<file path="src/rtl/bp_clamp_pkg.sv">
// Shared definitions for the back-porch clamp generator.
// Assumes: configuration values are unsigned pixel counts.
package bp_clamp_pkg;

    localparam int unsigned CFG_W = 8;

    // Phase of the per-line pulse timer.
    typedef enum logic [1:0] {
        PH_IDLE = 2'd0,
        PH_WAIT = 2'd1,
        PH_HOLD = 2'd2
    } clamp_phase_e;

endpackage

</file>
<file path="src/rtl/bp_sync_edge.sv">
// Normalizes the horizontal sync to active-high and flags the cycle in
// which its trailing edge is seen (one registered stage plus history).
// Assumes: hs_raw is already synchronous to clk.
module bp_sync_edge (
    input  logic clk,
    input  logic rst_n,
    input  logic hs_raw,
    input  logic act_low,
    output logic trail
);

    logic hs_now_q;
    logic hs_prev_q;

    // Register the normalized sync level and keep one cycle of history.
    always_ff @(posedge clk) begin
        if (!rst_n) begin
            hs_now_q  <= 1'b0;
            hs_prev_q <= 1'b0;
        end else begin
            hs_now_q  <= hs_raw ^ act_low;
            hs_prev_q <= hs_now_q;
        end
    end

    // Trailing edge: active last sample, inactive this sample.
    always_comb begin
        trail = hs_prev_q & ~hs_now_q;
    end

endmodule

</file>
<file path="src/rtl/bp_pulse_timer.sv">
// Counts a delay then a width after each trailing-edge strobe and shows
// the pulse while counting the width. Values are captured at the strobe.
// Assumes: trail is a single-cycle strobe; a new strobe restarts timing.
module bp_pulse_timer
    import bp_clamp_pkg::*;
#(
    parameter int unsigned CNT_W = CFG_W
) (
    input  logic             clk,
    input  logic             rst_n,
    input  logic             trail,
    input  logic [CNT_W-1:0] dly_in,
    input  logic [CNT_W-1:0] wid_in,
    output logic             active
);

    localparam logic [CNT_W-1:0] ONE  = CNT_W'(1);
    localparam logic [CNT_W-1:0] ZERO = '0;

    clamp_phase_e     phase_q;
    logic [CNT_W-1:0] cnt_q;
    logic [CNT_W-1:0] wid_q;

    // Phase and count sequencing; a trailing edge overrides everything.
    always_ff @(posedge clk) begin
        if (!rst_n) begin
            phase_q <= PH_IDLE;
            cnt_q   <= ZERO;
            wid_q   <= ZERO;
        end else if (trail) begin
            wid_q <= wid_in;
            if (wid_in == ZERO) begin
                phase_q <= PH_IDLE;
                cnt_q   <= ZERO;
            end else if (dly_in == ZERO) begin
                phase_q <= PH_HOLD;
                cnt_q   <= wid_in;
            end else begin
                phase_q <= PH_WAIT;
                cnt_q   <= dly_in;
            end
        end else begin
            unique case (phase_q)
                PH_WAIT: begin
                    if (cnt_q == ONE) begin
                        phase_q <= PH_HOLD;
                        cnt_q   <= wid_q;
                    end else begin
                        cnt_q <= cnt_q - ONE;
                    end
                end
                PH_HOLD: begin
                    if (cnt_q == ONE) begin
                        phase_q <= PH_IDLE;
                        cnt_q   <= ZERO;
                    end else begin
                        cnt_q <= cnt_q - ONE;
                    end
                end
                default: begin
                    phase_q <= PH_IDLE;
                    cnt_q   <= ZERO;
                end
            endcase
        end
    end

    // The pulse is visible during the width phase.
    always_comb begin
        active = (phase_q == PH_HOLD);
    end

endmodule

</file>
<file path="src/rtl/bp_clamp_sel.sv">
// Chooses the clamp strobe source: external pin or internal pulse.
// Assumes: the external clamp is already aligned to the pixel clock.
module bp_clamp_sel (
    input  logic use_ext,
    input  logic ext_clamp,
    input  logic int_pulse,
    output logic clamp
);

    // Same-cycle source selection.
    always_comb begin
        clamp = use_ext ? ext_clamp : int_pulse;
    end

endmodule

</file>
<file path="src/rtl/bp_clamp_gen.sv">
// Top of the back-porch clamp generator: sync edge detection, delay and
// width timing, and clamp source selection. One strobe serves all three
// colour channels.
// Assumes: the pixel clock domain throughout; the sync is synchronous.
module bp_clamp_gen
    import bp_clamp_pkg::*;
#(
    parameter int unsigned CNT_W = CFG_W
) (
    input  logic             clk,
    input  logic             rst_n,
    input  logic             hsync_in,
    input  logic             hs_active_low,
    input  logic [CNT_W-1:0] delay_cfg,
    input  logic [CNT_W-1:0] width_cfg,
    input  logic             use_ext,
    input  logic             ext_clamp_in,
    output logic             clamp_out,
    output logic             pulse_active
);

    logic trail;

    bp_sync_edge u_edge (
        .clk     (clk),
        .rst_n   (rst_n),
        .hs_raw  (hsync_in),
        .act_low (hs_active_low),
        .trail   (trail)
    );

    bp_pulse_timer #(.CNT_W(CNT_W)) u_timer (
        .clk    (clk),
        .rst_n  (rst_n),
        .trail  (trail),
        .dly_in (delay_cfg),
        .wid_in (width_cfg),
        .active (pulse_active)
    );

    bp_clamp_sel u_sel (
        .use_ext   (use_ext),
        .ext_clamp (ext_clamp_in),
        .int_pulse (pulse_active),
        .clamp     (clamp_out)
    );

endmodule

</file>
<file path="config.mk">
export PLATFORM = sky130hd
export DESIGN_NAME = bp_clamp_gen
export DESIGN_NICKNAME = d
export VERILOG_FILES = /design/src/rtl/bp_clamp_pkg.sv /design/src/rtl/bp_sync_edge.sv /design/src/rtl/bp_pulse_timer.sv /design/src/rtl/bp_clamp_sel.sv /design/src/rtl/bp_clamp_gen.sv
export SDC_FILE = /design/constraint.sdc
export NUM_CORES = 1
export LEC_CHECK = 0
export ABC_AREA = 1
export BUFFER_PORTS_ARGS = -buffer_cell sky130_fd_sc_hd__buf_2
export CAP_MARGIN = 0
export CORE_MARGIN = 2
export CORE_UTILIZATION = 40
export DETAILED_ROUTE_END_ITERATION = 10
export SYNTH_ARGS = -nofsm -noshare
export SYNTH_HDL_FRONTEND = slang
export SYNTH_SLANG_ARGS = --single-unit
export TNS_END_PERCENT = 50
</file>
<file path="constraint.sdc">
create_clock -name clk -period 2.9 [get_ports clk]
set_input_delay 0.435 -clock clk [delete_from_list [all_inputs] [get_ports clk]]
set_output_delay 0.435 -clock clk [all_outputs]
set_load 0.01 [all_outputs]
</file>
Word-level counts from Yosys, hierarchy flattened
Index checks and enable logic that the tools add are counted.

storage, ports and cells
  flip-flop bits (word level) = 20
  input port bits = 22
  output and inout bits = 2
  logic and storage cells = 30

cells by class
  add/subtract/negate cells = 1
  equality and inequality tests = 5
  mux-type cells = 13
  bitwise gates (word level) = 3
  reduce and logical (&&, ||, !) cells = 3

operators by type and width
  operator               count
  $mux W8                5
  $logic_not A8 Y1       2
  $pmux W8 S2            1
  $mux W2                5
  $eq A8 B1 Y1 const B   1
  $sub A8 B1 Y8 const B  1
  $pmux W2 S2            1
  $ne A3 B2 Y1 const B   1
  $ne A3 B3 Y1 const B   1
  $eq A2 B1 Y1 const B   1
  $eq A2 B2 Y1 const B   1
  $reduce_and A2 Y1      1
  $and A1 B1 Y1          1
  $mux W1                1
  $not A1 Y1             1
  $xor A1 B1 Y1          1

Longest topological paths before layout
  depth after elaboration = 4
  depth in mapped cells = 10
  depth with buffers taken out = 9

Cells and area by module
A second synthesis with hierarchy kept.

second synthesis, totals
  cells, all modules = 198
  area total of the unflattened synthesis = 1,251.2 um^2

modules (own cells, without submodules)
  module          instances  cells each  area each (um^2)  seq. area each (um^2)
  bp_pulse_timer  1          184         1,166.1           360.3
  bp_sync_edge    1          10          70.1              40.0
  bp_clamp_sel    1          4           15.0              0.0

Least setup slack after synthesis
Ideal clock, no wire load.

  kind = register -> output
  from = register u_timer.phase_q[0]
  to = output clamp_out
  data arrival time = 0.907 ns
  setup slack = 1.558 ns
  stages on the path, launching flop included = 4
  buffers on the path = 0
  path through = dfxtp_1 > inv_1 > ha_1 > mux2_2

on the way
  longest elaborated chain between the ends = 2

RTL lines
  what                    RTL line              source
  start, declared         bp_pulse_timer.sv:20  clamp_phase_e phase_q;
  start signal, assigned  bp_pulse_timer.sv:27  phase_q <= PH_IDLE;
  start signal, assigned  bp_pulse_timer.sv:33  phase_q <= PH_IDLE;
  start signal, assigned  bp_pulse_timer.sv:36  phase_q <= PH_HOLD;
  $eq A2 B2 Y1            bp_pulse_timer.sv:70  active = (phase_q == PH_HOLD);
  named net pulse_active  bp_clamp_gen.sv:19    output logic pulse_active
  $mux W1                 bp_clamp_sel.sv:12    clamp = use_ext ? ext_clamp : int_pulse;
  end, declared           bp_clamp_gen.sv:18    output logic clamp_out,

The timed path passes the listed nets, and every way through them passes these cells.

Worst setup path after layout
  from = register u_timer.phase_q[0]
  to = output clamp_out

on the way
  longest elaborated chain between the ends = 2

RTL lines
  what          RTL line
  $eq A2 B2 Y1  bp_pulse_timer.sv:70
  $mux W1       bp_clamp_sel.sv:12

Every way passes these cells.

==> impl_metrics.json <==
{
  "fmax_mhz": 564,
  "clockBufferDepth": 2,
  "place_congestion": 0.872,
  "finalCritPeriodShare_pct": 61.1,
  "synth_seq_cells": 20,
  "post-cts-setup-buffer-count": 0,
  "dieArea_mm2": 0.00358,
  "fill_cells": 333,
  "final_cell_mix": "47 x nand2_1, 31 x nor2_1, 28 x nand3_1",
  "maxCapViolations": 0,
  "power.leakage_uw": 0.000666,
  "multi_input_area_um2": 719,
  "avgViaCountPerCell": 4.79,
  "grt_usage_pct": 18.2,
  "die_width_um": 59.8,
  "drc": 0,
  "finalClockSkew_ns": 0.00379,
  "die_h_um": 59.8,
  "netlist_area_mm2": 0.00125,
  "arrival_ns": 1.34,
  "max-slew-margin-rel_pct": 74.8,
  "utilization_pct": 47.6,
  "holdCritPathClass": "input pin to register",
  "ctsResizeCount": 0,
  "cts_tree": "built",
  "wl_per_cell_um": 11.0,
  "ff2ff_setup_slack_ns": 1.38,
  "ys_seq_area_share_pct": 32.1,
  "vias": 1208,
  "ctsRootBufferMaster": "clkbuf_4",
  "coreArea_mm2": 0.00300,
  "start_util_pct": 41.5,
  "antenna_found_initial": 0,
  "synthCells": 197,
  "synth_nets": 223,
  "path_class": "register to output port",
  "first_pass_iters": 4,
  "yosys.area.top_type": "dfxtp_1",
  "row_count": 20,
  "synth_cell_types": 25,
  "critical_path_required_ns": 2.47,
  "cts_hold_buf": 0,
  "synth.avg_cell_area_um2": 6.33,
  "mostFrequentLayoutCell": "nand2_1",
  "tns_ns": 0,
  "vdd_drop_max_v": 0.000218,
  "slew_violations": 0,
  "cts_sinks": 20,
  "cts.clk_slew.worst_paths_ns": 0.11,
  "drtAntennaViolNets": 0,
  "critPathCaptureType": "output port",
  "grt_start_max_net_pins": 22,
  "cp_max_fo": 3,
  "drive_above_1_share_pct": 17.8,
  "worst_pin_slew_ns": 0.377,
  "drt-initial-drc-count": 57,
  "port_buffers": 23,
  "cts_made_buffers": 3,
  "finalHoldViolations": 0,
  "n_antenna_cell": 0,
  "cts_htree_levels": 1,
  "post-dp-hpwl_um": 2220,
  "seqCellArea_um2": 400,
  "grt_setup_unrepaired": "no",
  "grt_pass1_vias": 1197,
  "synth_top_cell_area_share_pct": 32.1,
  "setup_viol": 0,
  "grt.overflow.total": 0,
  "min_period_ns": 1.77,
  "yosysWarnings": 0,
  "nets": 246,
  "area_growth_pct": 14.6,
  "power_density_mw_per_mm2": 440,
  "clk_latency_ns": 0.30,
  "cp-start-kind": "register",
  "outcome": "finished clean",
  "grt_pass1_wl_um": 4970,
  "synth.area.top_cells": "dfxtp_1 32%, nand2_1 14%, nand3_1 11%",
  "num_io_pins": 24,
  "routed_wl_um": 2770
}
==> final timing paths <==
kind                      endpoint  cells past startpoint          startpoint
setup / recovery         clamp_out                      4  u_timer.phase_q[0]
hold / removal    u_timer.wid_q[7]                      3        width_cfg[7]
setup reg to reg  u_timer.cnt_q[0]                      8  u_timer.phase_q[1]
hold reg to reg   u_edge.hs_prev_q                      2     u_edge.hs_now_q
==> power by group <==
group / total (µW) / switching (µW) / internal (µW)
registers: 296 / 8.55 / 287
logic: 108 / 65.2 / 43.2
clock network: 225 / 85.6 / 140
==> layer usage <==
metal	vias up	share of wire (%)	wire length, µm	GRT usage (%)
met5	-	0	0	0
met4	0	0.65	18	8.89
met3	2	4.4	122	3.46
met2	25	44	1230	27.6
met1	516	50	1400	24.5
li1	665	-	-	-
==> registers in the layout, summed over array words and instances (netlist names) <==
signal,flops
u_edge.hs_now_q,1
u_edge.hs_prev_q,1
u_timer.cnt_q,8
u_timer.phase_q,2
u_timer.wid_q,8
==> through the flow <==
stage	cells	hold WS, ns	instance area [µm²]	worst slack [ns]	total power [µW]
after detailed placement	248	0.430	1380	1.40	411
after floorplan	197	0.407	1250	1.56	374
final	252	0.387	1430	1.13	630
after global placement	248	0.417	1380	1.40	408
after CTS	252	0.382	1430	1.11	637
after global routing	252	0.390	1430	1.06	667
==> logic make-up after synthesis <==
group,Yosys count,share of synthesized area (%)
AOI/OAI and AO/OA,22,9.13
xor gates and xnor gates,2,1.40
adders and majority gates,4,4.01
buffers and inverters,31,10.2
DFF,20,32.1
muxes,1,0.903
and+or+nand+nor,117,42.2
==> cells in the mapped netlist (all sizes together) <==
| cell | number |
|---|---|
| nand2 | 48 |
| nand4 | 2 |
| ha | 4 |
| nor2 | 36 |
| xnor2 | 1 |
| clkinv | 1 |
| clkbuf | 3 |
| xor2 | 1 |
| nor3 | 1 |
| dfxtp | 20 |
| buf | 3 |
| mux2 | 1 |
| o21ai | 12 |
| nand3b | 1 |
| a21oi | 10 |
| nand3 | 29 |
| inv | 24 |
==> critical path, cell delays in order, from the launching register on <==
cell	delay [ns]
dfxtp_1	0.37
inv_1	0.06
ha_1	0.22
mux2_2	0.26
buf_2	0.13
==> area by class of cell <==
| type | instances | share of cell area (%) |
|---|---|---|
| Inverter | 25 | 6.56 |
| Sequential cell | 20 | 28.0 |
| Timing Repair Buffer | 24 | 8.57 |
| Multi-Input combinational cell | 146 | 50.3 |
| Clock buffer | 3 | 1.57 |
| Tap cell | 33 | 2.89 |
| Clock inverter | 1 | 2.10 |
(Power assumes the default switching activity.)
